[src/rtl/wiper_ctrl.sv]
module wiper_ctrl #(
  parameter int TAPS         = 32,
  parameter int STORE_CYCLES = 10000,
  parameter int NV_INIT      = 16
) (
  input  logic                     clk,
  input  logic                     por_n,
  input  logic                     rst_n,
  input  logic                     sel_n,
  input  logic                     step,
  input  logic                     dir_up,
  output logic [$clog2(TAPS)-1:0]  wiper_pos,
  output logic [TAPS-1:0]          tap_sel,
  output logic                     store_busy,
  output logic [$clog2(TAPS)-1:0]  saved_pos
);

  localparam int PW = $clog2(TAPS);
  localparam int CW = $clog2(STORE_CYCLES + 1);
  localparam logic [PW-1:0] TOP   = PW'(TAPS - 1);
  localparam logic [PW-1:0] INITV = PW'(NV_INIT);
  localparam logic [CW-1:0] LAST  = CW'(STORE_CYCLES - 1);

  logic          rst_any;
  logic [2:0]    sel_sh, stp_sh;
  logic [1:0]    dir_sh;
  logic [PW-1:0] pos, nv, pend;
  logic [CW-1:0] cnt;
  logic          busy, rdy;
  logic          step_fall, sel_rise, do_step, do_store, store_end;

  assign rst_any = !por_n || !rst_n;

  // two sync stages, third stage holds the previous value for edge detect
  always_ff @(posedge clk) begin
    if (rst_any) begin
      sel_sh <= 3'b111;
      stp_sh <= 3'b111;
      dir_sh <= 2'b00;
    end else begin
      sel_sh <= {sel_sh[1:0], sel_n};
      stp_sh <= {stp_sh[1:0], step};
      dir_sh <= {dir_sh[0], dir_up};
    end
  end

  assign step_fall = stp_sh[2] & ~stp_sh[1];
  assign sel_rise  = sel_sh[1] & ~sel_sh[2];
  assign do_step   = ~sel_sh[1] & step_fall & ~busy;
  assign do_store  = sel_rise & stp_sh[1] & ~busy;
  assign store_end = busy && (cnt == '0);

  always_ff @(posedge clk) begin
    if (!por_n)
      pos <= INITV;
    else if (!rst_n)
      pos <= nv;
    else if (do_step) begin
      if (dir_sh[1] && pos != TOP)
        pos <= pos + 1'b1;
      else if (!dir_sh[1] && pos != '0)
        pos <= pos - 1'b1;
    end
  end

  always_ff @(posedge clk) begin
    if (rst_any) begin
      busy <= 1'b0;
      cnt  <= '0;
      pend <= '0;
    end else if (busy) begin
      if (cnt == '0)
        busy <= 1'b0;
      else
        cnt <= cnt - 1'b1;
    end else if (do_store) begin
      busy <= 1'b1;
      cnt  <= LAST;
      pend <= pos;
    end
  end

  // modelled nonvolatile cell: only power-on reset initialises it
  always_ff @(posedge clk) begin
    if (!por_n)
      nv <= INITV;
    else if (rst_n && store_end)
      nv <= pend;
  end

  genvar gi;
  generate
    for (gi = 0; gi < TAPS; gi++) begin : g_tap
      assign tap_sel[gi] = (pos == PW'(gi));
    end
  endgenerate

  assign wiper_pos  = pos;
  assign store_busy = busy;
  assign saved_pos  = nv;

  always_ff @(posedge clk) begin
    if (rst_any) rdy <= 1'b0;
    else         rdy <= 1'b1;
  end

  a_r1_one_tap: assert property (@(posedge clk) disable iff (rst_any || !rdy)
    $countones(tap_sel) == 1 && tap_sel[pos]);

  a_r2_no_move_deselected: assert property (@(posedge clk) disable iff (rst_any || !rdy)
    sel_sh[1] |=> $stable(wiper_pos));

  a_r5_no_wrap_top: assert property (@(posedge clk) disable iff (rst_any || !rdy)
    wiper_pos == TOP |=> wiper_pos >= TOP - 1'b1);

  a_r5_no_wrap_bottom: assert property (@(posedge clk) disable iff (rst_any || !rdy)
    wiper_pos == '0 |=> wiper_pos <= PW'(1));

  a_r10_busy_freeze: assert property (@(posedge clk) disable iff (rst_any || !rdy)
    store_busy |=> $stable(wiper_pos));

  a_r11_nv_hold: assert property (@(posedge clk) disable iff (rst_any || !rdy)
    !store_end |=> $stable(saved_pos));

endmodule

[config.mk]
export PLATFORM = sky130hd
export DESIGN_NAME = wiper_ctrl
export DESIGN_NICKNAME = d
export VERILOG_FILES = /design/src/rtl/wiper_ctrl.sv
export SDC_FILE = /design/constraint.sdc
export NUM_CORES = 1
export LEC_CHECK = 0
export ABC_AREA = 1
export CORE_UTILIZATION = 48
export CTS_BUF_LIST = sky130_fd_sc_hd__clkbuf_2
export CTS_CLUSTER_DIAMETER = 50
export DETAILED_ROUTE_END_ITERATION = 7
export MAX_ROUTING_LAYER = met4
export PLACE_DENSITY = 0.78
export RECOVER_POWER = 100
export SLEW_MARGIN = 20
export SYNTH_ARGS = -nofsm -noshare
export SYNTH_HDL_FRONTEND = slang
export SYNTH_SLANG_ARGS = --single-unit
[constraint.sdc]
create_clock -name clk -period 4.5 [get_ports clk]
set_input_delay 0.675 -clock clk [delete_from_list [all_inputs] [get_ports clk]]
set_output_delay 0.675 -clock clk [all_outputs]
set_load 0.05 [all_outputs]
==> summary.txt, run 1 <==
Clocking
  • H-tree lvl count: 2
  • Post-CTS Setup Bufs: 0
  • CTS max path bufs: 2
  • Clk Latency, worst-skew pair: 0.40 ns
  • CTS tree: done
  • Clock root buffer: clkbuf_2
  • Clk sinks: 38
  • Reg clk slew, reported paths: 0.18 ns
  • CTS Buf Count: 5
  • CTS Hold Buffers Added: 0
  • Post-CTS resize count: 0

Worst setup path
  • Kind of critical path: reg2out
  • Worst EP arrival: 2.60 ns
  • Slowest-stage cell, CP: dlygate4sd3_1
  • Worst stage delay on the critical path: 0.90 ns
  • Cell family with most CP delay: buffers and inverters
  • WP data required: 3.83 ns
  • Crit path cell chain: inv_2 > nor3_1 > dlygate4sd3_1
  • CP bufs+invs: 2
  • CP endpoint kind: output pin
  • CP startpoint kind: flop
  • Worst Path Max Fanout: 19

Cells and area
  • Diodes inserted: 0
  • Total Nets Final: 400
  • Fillers: 406
  • Area grow syn2layout: 23.86%
  • Share of cells above drive strength 1: 0.06186

Synth
  • Xor and xnor area share after synthesis: 0.004025
  • Synth top area share: 0.3496
  • Top FF cell, synth: dfxtp_1
  • Simple-gate portion of the synthesized area: 0.4204
  • Top cells by count, synth: nand2_1 (74), nor2_1 (64), dfxtp_1 (38), inv_1 (38), nand3_1 (37)
  • Distinct cells, synth: 26
  • Async set or reset register ratio after synthesis: 0
  • Post-Synth Adder-Cell Area: 0.04025
  • Mux cell area share after synthesis: 0
  • Synth area leader: dfxtp_1
  • Top post-synthesis cells by area: dfxtp_1 (35%), nand2_1 (13%), nor2_1 (11%)
  • Syn nets: 355
  • Compound-cell area share of the yosys netlist: 0.09431
  • Post-synthesis cell count: 342
  • Synthesis warning total: 0
  • #FFs+latches synth: 38
  • Post-Synthesis Cell Area: 2176 sq um
  • Largest family of logic cells by synthesized area: simple AND/OR/NAND/NOR gates
  • Synth Area per Inst: 6.362 sq um
  • Sequential share of the synthesized area: 0.3496
  • Post-synth EDFFs: 0
  • Top-count cell post-synth: nand2_1

Placement
  • Gpl congestion: 0.9273
  • DP HPWL: 3975 microns
  • Port bufs: 48

Timing
  • Period minus WS final: 3.272 ns
  • Layout Skew: 0.01039 ns
  • Total negative slack: 0 ns
  • Fmax: 0.3057 GHz
  • Final setup viols: 0
  • RSZ-0062 raised after global routing: no
  • Final Hold Viols: 0
  • Worst Tran Pin Value: 0.8914 ns
  • Slew headroom: 0.4057
  • Fin. max-slew vios: 0
  • Final period utilization: 0.7270

Route
  • Via/cell ratio: 5.109
  • Routed Antenna Nets: 0
  • Routed wire length: 5299 microns
  • 1st-iter DRT viols: 196
  • Drt first pass iters: 4
  • # DRC: 0
  • WL/cell: 12.04 microns
  • Total number of vias: 2248

GRT
  • Vias in the first global route: 1992
  • Total Routing Usage GR: 0.2398
  • Initial antenna violation count: 0
  • First-pass GRT wire length: 9190 microns
  • Total grt overflow: 0
  • Largest net degree at the start of global routing: 21

Run
  • Max-Cap Viols: 0

Outcome
  • Status: complete, no violations

Floorplan
  • Chip width: 69.33 microns
  • IO Count: 49
  • Core region area: 4354 sq um
  • Initial core utilization: 0.4997
  • Cell row count: 24
  • Die area: 4806 sq um
  • Die Ht: 69.33 microns

Power and ir drop
  • Peak VDD IR: 0.0001524 V
  • Overall Power: 594.0 uW
  • Leakage: 0.001323 uW
  • PwrDens: 220.4 nW/um^2

Worst hold path
  • Hold/Removal Path Class: reg2reg
logic make-up after synthesis:
| kind of cell | Yosys count |
|---|---|
| compound gates | 38 |
| xor+xnor | 1 |
| fa+ha+maj | 7 |
| buf+inv | 50 |
| flops | 38 |
| simple gates | 208 |
layout make-up:
class	instances	area [sq um]	share of cell area
Clock inverter	2	8.758	0.003250
Multi-Input combinational cell	254	1200	0.4452
Inverter	40	150.1	0.05571
Timing Repair Buffer	48	480.5	0.1783
Clock buffer	6	30.03	0.01114
Tap cell	52	65.06	0.02414
Sequential cell	38	760.7	0.2823
worst register-to-register path, delay by kind of cell, from the launching register on:
family          cells  cell delay, ns
compound gates      1            0.76
buf+inv             1            0.23
flops               1            0.80
simple gates        5            0.56
cell usage in the layout (no fill, tap or decap):
cell              n
nand3b_1          1
dlygate4sd3_1    44
clkdlybuf4s50_1   4
dfxtp_1          38
o21ai_0          15
nor3_1           13
or2_2             6
nor2_2            3
nand4_1           3
nand2_4           1
clkbuf_2          6
inv_1            39
inv_2             1
a21oi_1          21
nor2_4            2
clkinv_2          1
a21boi_0          1
a31oi_1           1
ha_1              7
nand3_1          37
clkinv_1          1
nand2_1          74
xor2_1            1
nand2_2           4
nor2_1           64
flip-flops by register name (all words and copies together) (netlist names):
register and cells:
pend 5, dir_sh 2, store_busy 1, sel_sh 3, wiper_pos 5, stp_sh 3
cnt 14, saved_pos 5
through the flow:
step | hold slack (ns) | util | area, sq um | std cells | setup slack, ns
2_1_floorplan | 0.3925 | - | 2176 | 342 | 1.660
3_3_place_gp | 0.3951 | 0.6138 | 2673 | 432 | 1.827
3_5_place_dp | 0.3984 | 0.6138 | 2673 | 432 | 1.708
4_1_cts | 0.4239 | 0.6227 | 2711 | 440 | 1.264
5_1_grt | 0.4556 | 0.6190 | 2695 | 440 | 1.010
6_report | 0.4204 | 0.6190 | 2695 | 440 | 1.228
report_power, final:
part | switching (uW) | internal, uW | leakage, uW | total (uW)
Sequential | 7.53 | 341 | 0.000308 | 349
Clock | 112 | 38.2 | 0.0000304 | 150
Combinational | 66.7 | 28.1 | 0.000985 | 94.8
worst paths after layout:
check | from | endpoint | slack, ns | depth (start not counted)
hold reg to reg | dir_sh[0] | dir_sh[1] | 0.42 | 2
setup / recovery | wiper_pos[4] | tap_sel[19] | 1.23 | 3
hold / removal | dir_sh[0] | dir_sh[1] | 0.42 | 2
setup reg to reg | store_busy | cnt[11] | 2.04 | 7
layer usage:
layer	share of wire	global-route usage
met1	0.47	0.3172
met2	0.46	0.3689
met3	0.044	0.04070
met4	0.022	0.08617
met5	0	-
Note: power is estimated with default switching activity, not from simulation.
==> inputs of run 2 (changes only) <==
--- a/config.mk
+++ b/config.mk
@@ -6,12 +6,12 @@
 export NUM_CORES = 1
 export LEC_CHECK = 0
 export ABC_AREA = 1
-export CORE_UTILIZATION = 48
+export CORE_UTILIZATION = 47
 export CTS_BUF_LIST = sky130_fd_sc_hd__clkbuf_2
 export CTS_CLUSTER_DIAMETER = 50
 export DETAILED_ROUTE_END_ITERATION = 7
 export MAX_ROUTING_LAYER = met4
-export PLACE_DENSITY = 0.78
+export PLACE_DENSITY = 0.79
 export RECOVER_POWER = 100
 export SLEW_MARGIN = 20
 export SYNTH_ARGS = -nofsm -noshare
==> constraint.sdc (replaced) <==
create_clock -name clk -period 2.8 [get_ports clk]
set_input_delay 0.42 -clock clk [delete_from_list [all_inputs] [get_ports clk]]
set_output_delay 0.42 -clock clk [all_outputs]
set_load 0.05 [all_outputs]
==> summary.txt, run 2 (synthesized netlist as in run 1, its figures left out) <==
Clocking
  • Clk sinks: 38 (unchanged)
  • CTS Buf Count: 5 (unchanged)
  • Clk Latency, worst-skew pair: 0.38 ns (was 0.40 ns)
  • Reg clk slew, reported paths: 0.18 ns (about the same)
  • Clock root buffer: clkbuf_2 (unchanged)
  • CTS max path bufs: 2 (unchanged)
  • CTS tree: done (unchanged)
  • H-tree lvl count: 2 (unchanged)

GRT
  • Largest net degree at the start of global routing: 20 (was 21)
  • Total grt overflow: 0 (unchanged)
  • Initial antenna violation count: 0 (unchanged)
  • Vias in the first global route: 1977 (was 1992)
  • First-pass GRT wire length: 9142 microns (was 9190 microns)
  • Total Routing Usage GR: 0.2355 (was 0.2398)

Cells and area
  • Max reg flops: 14 (unchanged)
  • Reg with most FFs: cnt (unchanged)
  • Share of cells above drive strength 1: 0.06138 (was 0.06186)
  • Most common library cell in the layout ignoring fill and taps: nand2_1 (unchanged)
  • Most frequent cells in the layout: nand2_1 (76), nor2_1 (65), inv_1 (39) (was nand2_1 (74), nor2_1 (64), dlygate4sd3_1 (44))
  • Final Non-Filler Cells: 443 (was 440)
  • Area grow syn2layout: 19.67% (was 23.86%)
  • Total Nets Final: 403 (was 400)
  • Fillers: 461 (was 406)
  • Diodes inserted: 0 (unchanged)

Placement
  • DP HPWL: 4082 microns (was 3975 microns)
  • Inst Count DP: 435 (was 432)
  • Port bufs: 48 (unchanged)
  • DP Worst Slack: 0.4495 ns (was 1.708 ns)
  • Gpl congestion: 0.9046 (was 0.9273)

Power and ir drop
  • P_sw: 297.6 uW (was 186.4 uW)
  • Share of total power in sequential cells: 0.587 (about the same)
  • Internal: 651.2 uW (was 407.6 uW)
  • Overall Power: 948.9 uW (was 594.0 uW)
  • Comb pwr share: 0.165 (was 0.160)
  • Net switching fraction of the power: 0.3137 (was 0.3138)
  • Peak VDD IR: 0.0002597 V (was 0.0001524 V)
  • PwrDens: 364.4 nW/um^2 (was 220.4 nW/um^2)
  • Leakage: 0.001213 uW (was 0.001323 uW)
  • Clock share of power: 0.248 (was 0.253)

Timing
  • Period minus WS final: 2.696 ns
  • Slew headroom: 0.4178 (was 0.4057)
  • Fmax: 0.3709 GHz
  • Final setup viols: 0 (unchanged)
  • Worst Tran Pin Value: 0.8733 ns (was 0.8914 ns)
  • Final WS setup: 0.1042 ns (was 1.228 ns)
  • Final period utilization: 0.9628
  • Fin. max-slew vios: 0 (unchanged)
  • Layout Skew: 0.01549 ns (was 0.01039 ns)
  • Total negative slack: 0 ns (unchanged)
  • Final Hold Viols: 0 (unchanged)

Worst setup path
  • Kind of critical path: reg2out (unchanged)
  • CP startpoint kind: flop (unchanged)
  • Worst EP arrival: 2.28 ns (was 2.60 ns)
  • CP endpoint kind: output pin (unchanged)
  • WP data required: 2.38 ns (was 3.83 ns)
  • Reg-to-reg setup timing slack: 0.51 ns (was 2.04 ns)
  • Worst Path Max Fanout: 7 (was 19)

Route
  • Drt first pass iters: 4 (unchanged)
  • Post-Route M1 WL: 2655 microns (was 2503 microns)
  • # DRC: 0 (unchanged)
  • Routed Antenna Nets: 0 (unchanged)
  • Total number of vias: 2305 (was 2248)
  • DR WL met2: 2568 microns (was 2445 microns)
  • Via/cell ratio: 5.203 (was 5.109)
  • WL/cell: 12.51 microns (was 12.04 microns)
  • DR WL met3: 263 microns (was 233 microns)
  • Routed wire length: 5543 microns (was 5299 microns)
  • Top layer in use: met4 (unchanged)
  • 1st-iter DRT viols: 161 (was 196)

Floorplan
  • Initial core utilization: 0.4929 (was 0.4997)
  • Core region area: 4414 sq um (was 4354 sq um)
  • Cell row count: 24 (unchanged)
  • Chip width: 70.04 microns (was 69.33 microns)
  • Die area: 4906 sq um (was 4806 sq um)
  • IO Count: 49 (unchanged)
  • Die Ht: 70.04 microns (was 69.33 microns)

Run
  • Max-Cap Viols: 0 (unchanged)

Outcome
  • Status: complete, no violations (unchanged)

Worst hold path
  • Hold/Removal Path Class: reg2reg (unchanged)
-- run 2: cell types whose count changed in the layout (fill, tap and decap cells not counted), sizes merged --
cell	previous run	this run
buf	0	3
dlygate4sd3	44	15
clkbuf	6	21
dlygate4sd2	0	2
clkdlybuf4s50	4	16
-- run 2: what timing repair did --
action	CTS	global route
hold buffers	0	0
gates cloned	0	0
gates resized for setup	2	15
setup endpoints to repair	2	15
buffers inserted	0	0
-- run 2: final cells by class --
class | count | area [sq um] | area share
Clock inverter | 2 | 8.758 | 0.003364
Sequential cell | 38 | 760.7 | 0.2922
Timing Repair Buffer | 51 | 406.6 | 0.1562
Clock buffer | 6 | 30.03 | 0.01153
Tap cell | 52 | 65.06 | 0.02499
Multi-Input combinational cell | 254 | 1182 | 0.4541
Inverter | 40 | 150.1 | 0.05766
-- run 2: through the flow --
step	cell area (sq um)	util	hold slack [ns]
finish	2604	0.5899	0.4312
global route	2604	0.5899	0.4480
CTS	2731	0.6188	0.4356
detailed placement	2695	0.6105	0.4056
global placement	2695	0.6105	0.3954
floorplan	2176	-	0.3925
-- run 2: critical path, stage by stage, from the launching register on --
cell             delay (ns)
dfxtp_1                0.41
inv_1                  0.15
ha_1                   0.22
inv_1                  0.10
nor3_1                 0.19
clkdlybuf4s50_1        0.83
-- run 2: power by group through the flow --
stage	logic, uW	registers [uW]	clock network (uW)
6_report	157	557	236
5_1_grt	170	559	267
4_1_cts	166	557	241
3_5_place_dp	165	568	0
3_3_place_gp	164	567	0
2_1_floorplan	103	578	0
-- run 2: final timing paths --
kind,from,to,depth (start not counted)
worst min-delay path,dir_sh[0],dir_sh[1],2
worst max register to register,cnt[0],cnt[11],9
worst max-delay path,wiper_pos[0],tap_sel[30],5
worst min register to register,dir_sh[0],dir_sh[1],2
-- run 2: per-layer routing --
| metal | vias up | GRT usage |
|---|---|---|
| met5 | - | - |
| met4 | 0 | 0.06667 |
| met3 | 7 | 0.03896 |
| met2 | 62 | 0.3568 |
| met1 | 1060 | 0.3243 |
| li1 | 1176 | - |
==> inputs of run 3 (changes only) <==
--- a/config.mk
+++ b/config.mk
@@ -6,12 +6,13 @@
 export NUM_CORES = 1
 export LEC_CHECK = 0
 export ABC_AREA = 1
-export CORE_UTILIZATION = 47
+export CORE_UTILIZATION = 48
 export CTS_BUF_LIST = sky130_fd_sc_hd__clkbuf_2
 export CTS_CLUSTER_DIAMETER = 50
 export DETAILED_ROUTE_END_ITERATION = 7
+export DONT_BUFFER_PORTS = 1
 export MAX_ROUTING_LAYER = met4
-export PLACE_DENSITY = 0.79
+export PLACE_DENSITY = 0.66
 export RECOVER_POWER = 100
 export SLEW_MARGIN = 20
 export SYNTH_ARGS = -nofsm -noshare
==> summary.txt, run 3 (synthesized netlist as in run 1, its figures left out) <==
Placement
  • Inst Count DP: 420 (was 435)
  • Port bufs: 0 (was 48)
  • Gpl congestion: 0.9134 (was 0.9046)
  • DP Area: 2462 sq um (was 2695 sq um)
  • DP HPWL: 4014 microns (was 4082 microns)

Worst setup path
  • WP data required: 2.38 ns (about the same)
  • Worst EP arrival: 2.04 ns (was 2.28 ns)
  • R2R depth: 5 (was 9)
  • CP startpoint kind: flop (unchanged)
  • Worst Path Max Fanout: 7 (unchanged)
  • CP endpoint kind: output pin (unchanged)
  • Kind of critical path: reg2out (unchanged)

Cells and area
  • Fin area: 2410 sq um (was 2604 sq um)
  • Total Nets Final: 388 (was 403)
  • Most frequent cells in the layout: nand2_1 (75), nor2_1 (65), inv_1 (39) (was nand2_1 (76), nor2_1 (65), inv_1 (39))
  • Max reg flops: 14 (unchanged)
  • Share of cells above drive strength 1: 0.07713 (was 0.06138)
  • Diodes inserted: 0 (unchanged)
  • Reg with most FFs: cnt (unchanged)
  • Final Core Density: 0.5534 (was 0.5899)
  • Most common library cell in the layout ignoring fill and taps: nand2_1 (unchanged)
  • Final Non-Filler Cells: 428 (was 443)
  • Register area: 760.7 sq um (unchanged)
  • Area grow syn2layout: 10.75% (was 19.67%)
  • Fillers: 497 (was 461)
  • Multi-input logic area: 1190 sq um (was 1182 sq um)

GRT
  • First-pass GRT wire length: 9287 microns (was 9142 microns)
  • Largest net degree at the start of global routing: 20 (unchanged)
  • Initial antenna violation count: 0 (unchanged)
  • Vias in the first global route: 2011 (was 1977)
  • Total Routing Usage GR: 0.2434 (was 0.2355)
  • Total grt overflow: 0 (unchanged)

Route
  • WL/cell: 12.91 microns (was 12.51 microns)
  • Drt first pass iters: 4 (unchanged)
  • 1st-iter DRT viols: 174 (was 161)
  • Routed Antenna Nets: 0 (unchanged)
  • # DRC: 0 (unchanged)
  • Routed wire length: 5524 microns (was 5543 microns)
  • Via/cell ratio: 5.168 (was 5.203)
  • Total number of vias: 2212 (was 2305)

Power and ir drop
  • P_sw: 314.0 uW (was 297.6 uW)
  • PwrDens: 471.4 nW/um^2 (was 364.4 nW/um^2)
  • Share of total power in sequential cells: 0.489 (was 0.587)
  • Peak VDD IR: 0.0002998 V (was 0.0002597 V)
  • Net switching fraction of the power: 0.2764 (was 0.3137)
  • Leakage: 0.001106 uW (was 0.001213 uW)
  • Internal: 822.0 uW (was 651.2 uW)
  • Clock share of power: 0.386 (was 0.248)
  • Comb pwr share: 0.125 (was 0.165)

Clocking
  • Clock root buffer: clkbuf_2 (unchanged)
  • CTS Buf Count: 5 (unchanged)
  • CTS tree: done (unchanged)
  • Clk Latency, worst-skew pair: 0.40 ns (was 0.38 ns)
  • Post-CTS Setup Bufs: 0 (unchanged)
  • CTS max path bufs: 2 (unchanged)
  • Clk sinks: 38 (unchanged)
  • H-tree lvl count: 2 (unchanged)
  • CTS Hold Buffers Added: 0 (unchanged)
  • Post-CTS resize count: 0 (was 2)
  • Reg clk slew, reported paths: 0.22 ns (was 0.18 ns)

Timing
  • Final period utilization: 0.8784 (was 0.9628)
  • Final setup viols: 0 (unchanged)
  • Period minus WS final: 2.459 ns (was 2.696 ns)
  • Layout Skew: 0.02647 ns (was 0.01549 ns)
  • Final Hold Viols: 0 (unchanged)
  • Fin. max-slew vios: 0 (unchanged)
  • WHS: 0.08062 ns (was 0.4312 ns)
  • Slew headroom: 0.05130 (was 0.4178)
  • Worst Tran Pin Value: 1.423 ns (was 0.8733 ns)
  • Fmax: 0.4066 GHz (was 0.3709 GHz)
  • Total negative slack: 0 ns (unchanged)
  • RSZ-0062 raised after global routing: no

Floorplan
  • Cell row count: 24 (unchanged)
  • IO Count: 49 (unchanged)
  • Die area: 4806 sq um (was 4906 sq um)
  • Chip width: 69.33 microns (was 70.04 microns)
  • Initial core utilization: 0.4997 (was 0.4929)
  • Die Ht: 69.33 microns (was 70.04 microns)
  • Core region area: 4354 sq um (was 4414 sq um)

Outcome
  • Status: complete, no violations (unchanged)

Run
  • Max-Cap Viols: 0 (unchanged)

Worst hold path
  • Worst Hold Depth: 1 (was 2)
  • Hold/Removal Path Class: in2reg (was reg2reg)
## run 3: path summary, 6_finish.rpt
kind                              startpoint            to  slack (ns)
worst max-delay path            wiper_pos[0]   tap_sel[20]        0.34
worst min-delay path                   por_n  saved_pos[4]        0.08
worst max register to register    store_busy       cnt[11]        0.40
worst min register to register     stp_sh[0]     stp_sh[1]        0.44
## run 3: area by class of cell
class | instances | share of cell area
tap | 52 | 0.02700
sequential | 38 | 0.3157
timing repair buffer | 36 | 0.06231
clock buffer | 5 | 0.01038
clock inverter | 3 | 0.02856
multi-input combinational | 254 | 0.4938
inverter | 40 | 0.06231
## run 3: through the flow
step | setup WS (ns) | total power (uW)
4_1_cts | 0.4231 | 1150
6_report | 0.3406 | 1136
2_1_floorplan | 0.2148 | 680.8
5_1_grt | 0.1731 | 1176
3_5_place_dp | 0.7981 | 715.8
3_3_place_gp | 0.8678 | 714.7
## run 3: worst max-delay path: stages, from the launching register on
cell and delay [ns]:
dfxtp_1 0.43, inv_1 0.18, ha_1 0.30, nand3_1 0.13, nor2_1 0.11, clkbuf_1 0.48
## run 3: layer usage
metal | vias up | track usage | share of wire
li1 | 1148 | - | -
met1 | 989 | 0.2959 | 0.44
met2 | 71 | 0.4078 | 0.50
met3 | 4 | 0.04506 | 0.057
met4 | 0 | 0.07710 | 0.0080
met5 | - | - | 0
## run 3: power by group through the flow
| stage | logic [uW] | registers [uW] | clock network (uW) |
|---|---|---|---|
| 2_1_floorplan | 103 | 578 | 0 |
| 3_3_place_gp | 148 | 567 | 0 |
| 3_5_place_dp | 149 | 566 | 0 |
| 4_1_cts | 150 | 556 | 444 |
| 5_1_grt | 155 | 557 | 464 |
| 6_report | 142 | 556 | 438 |
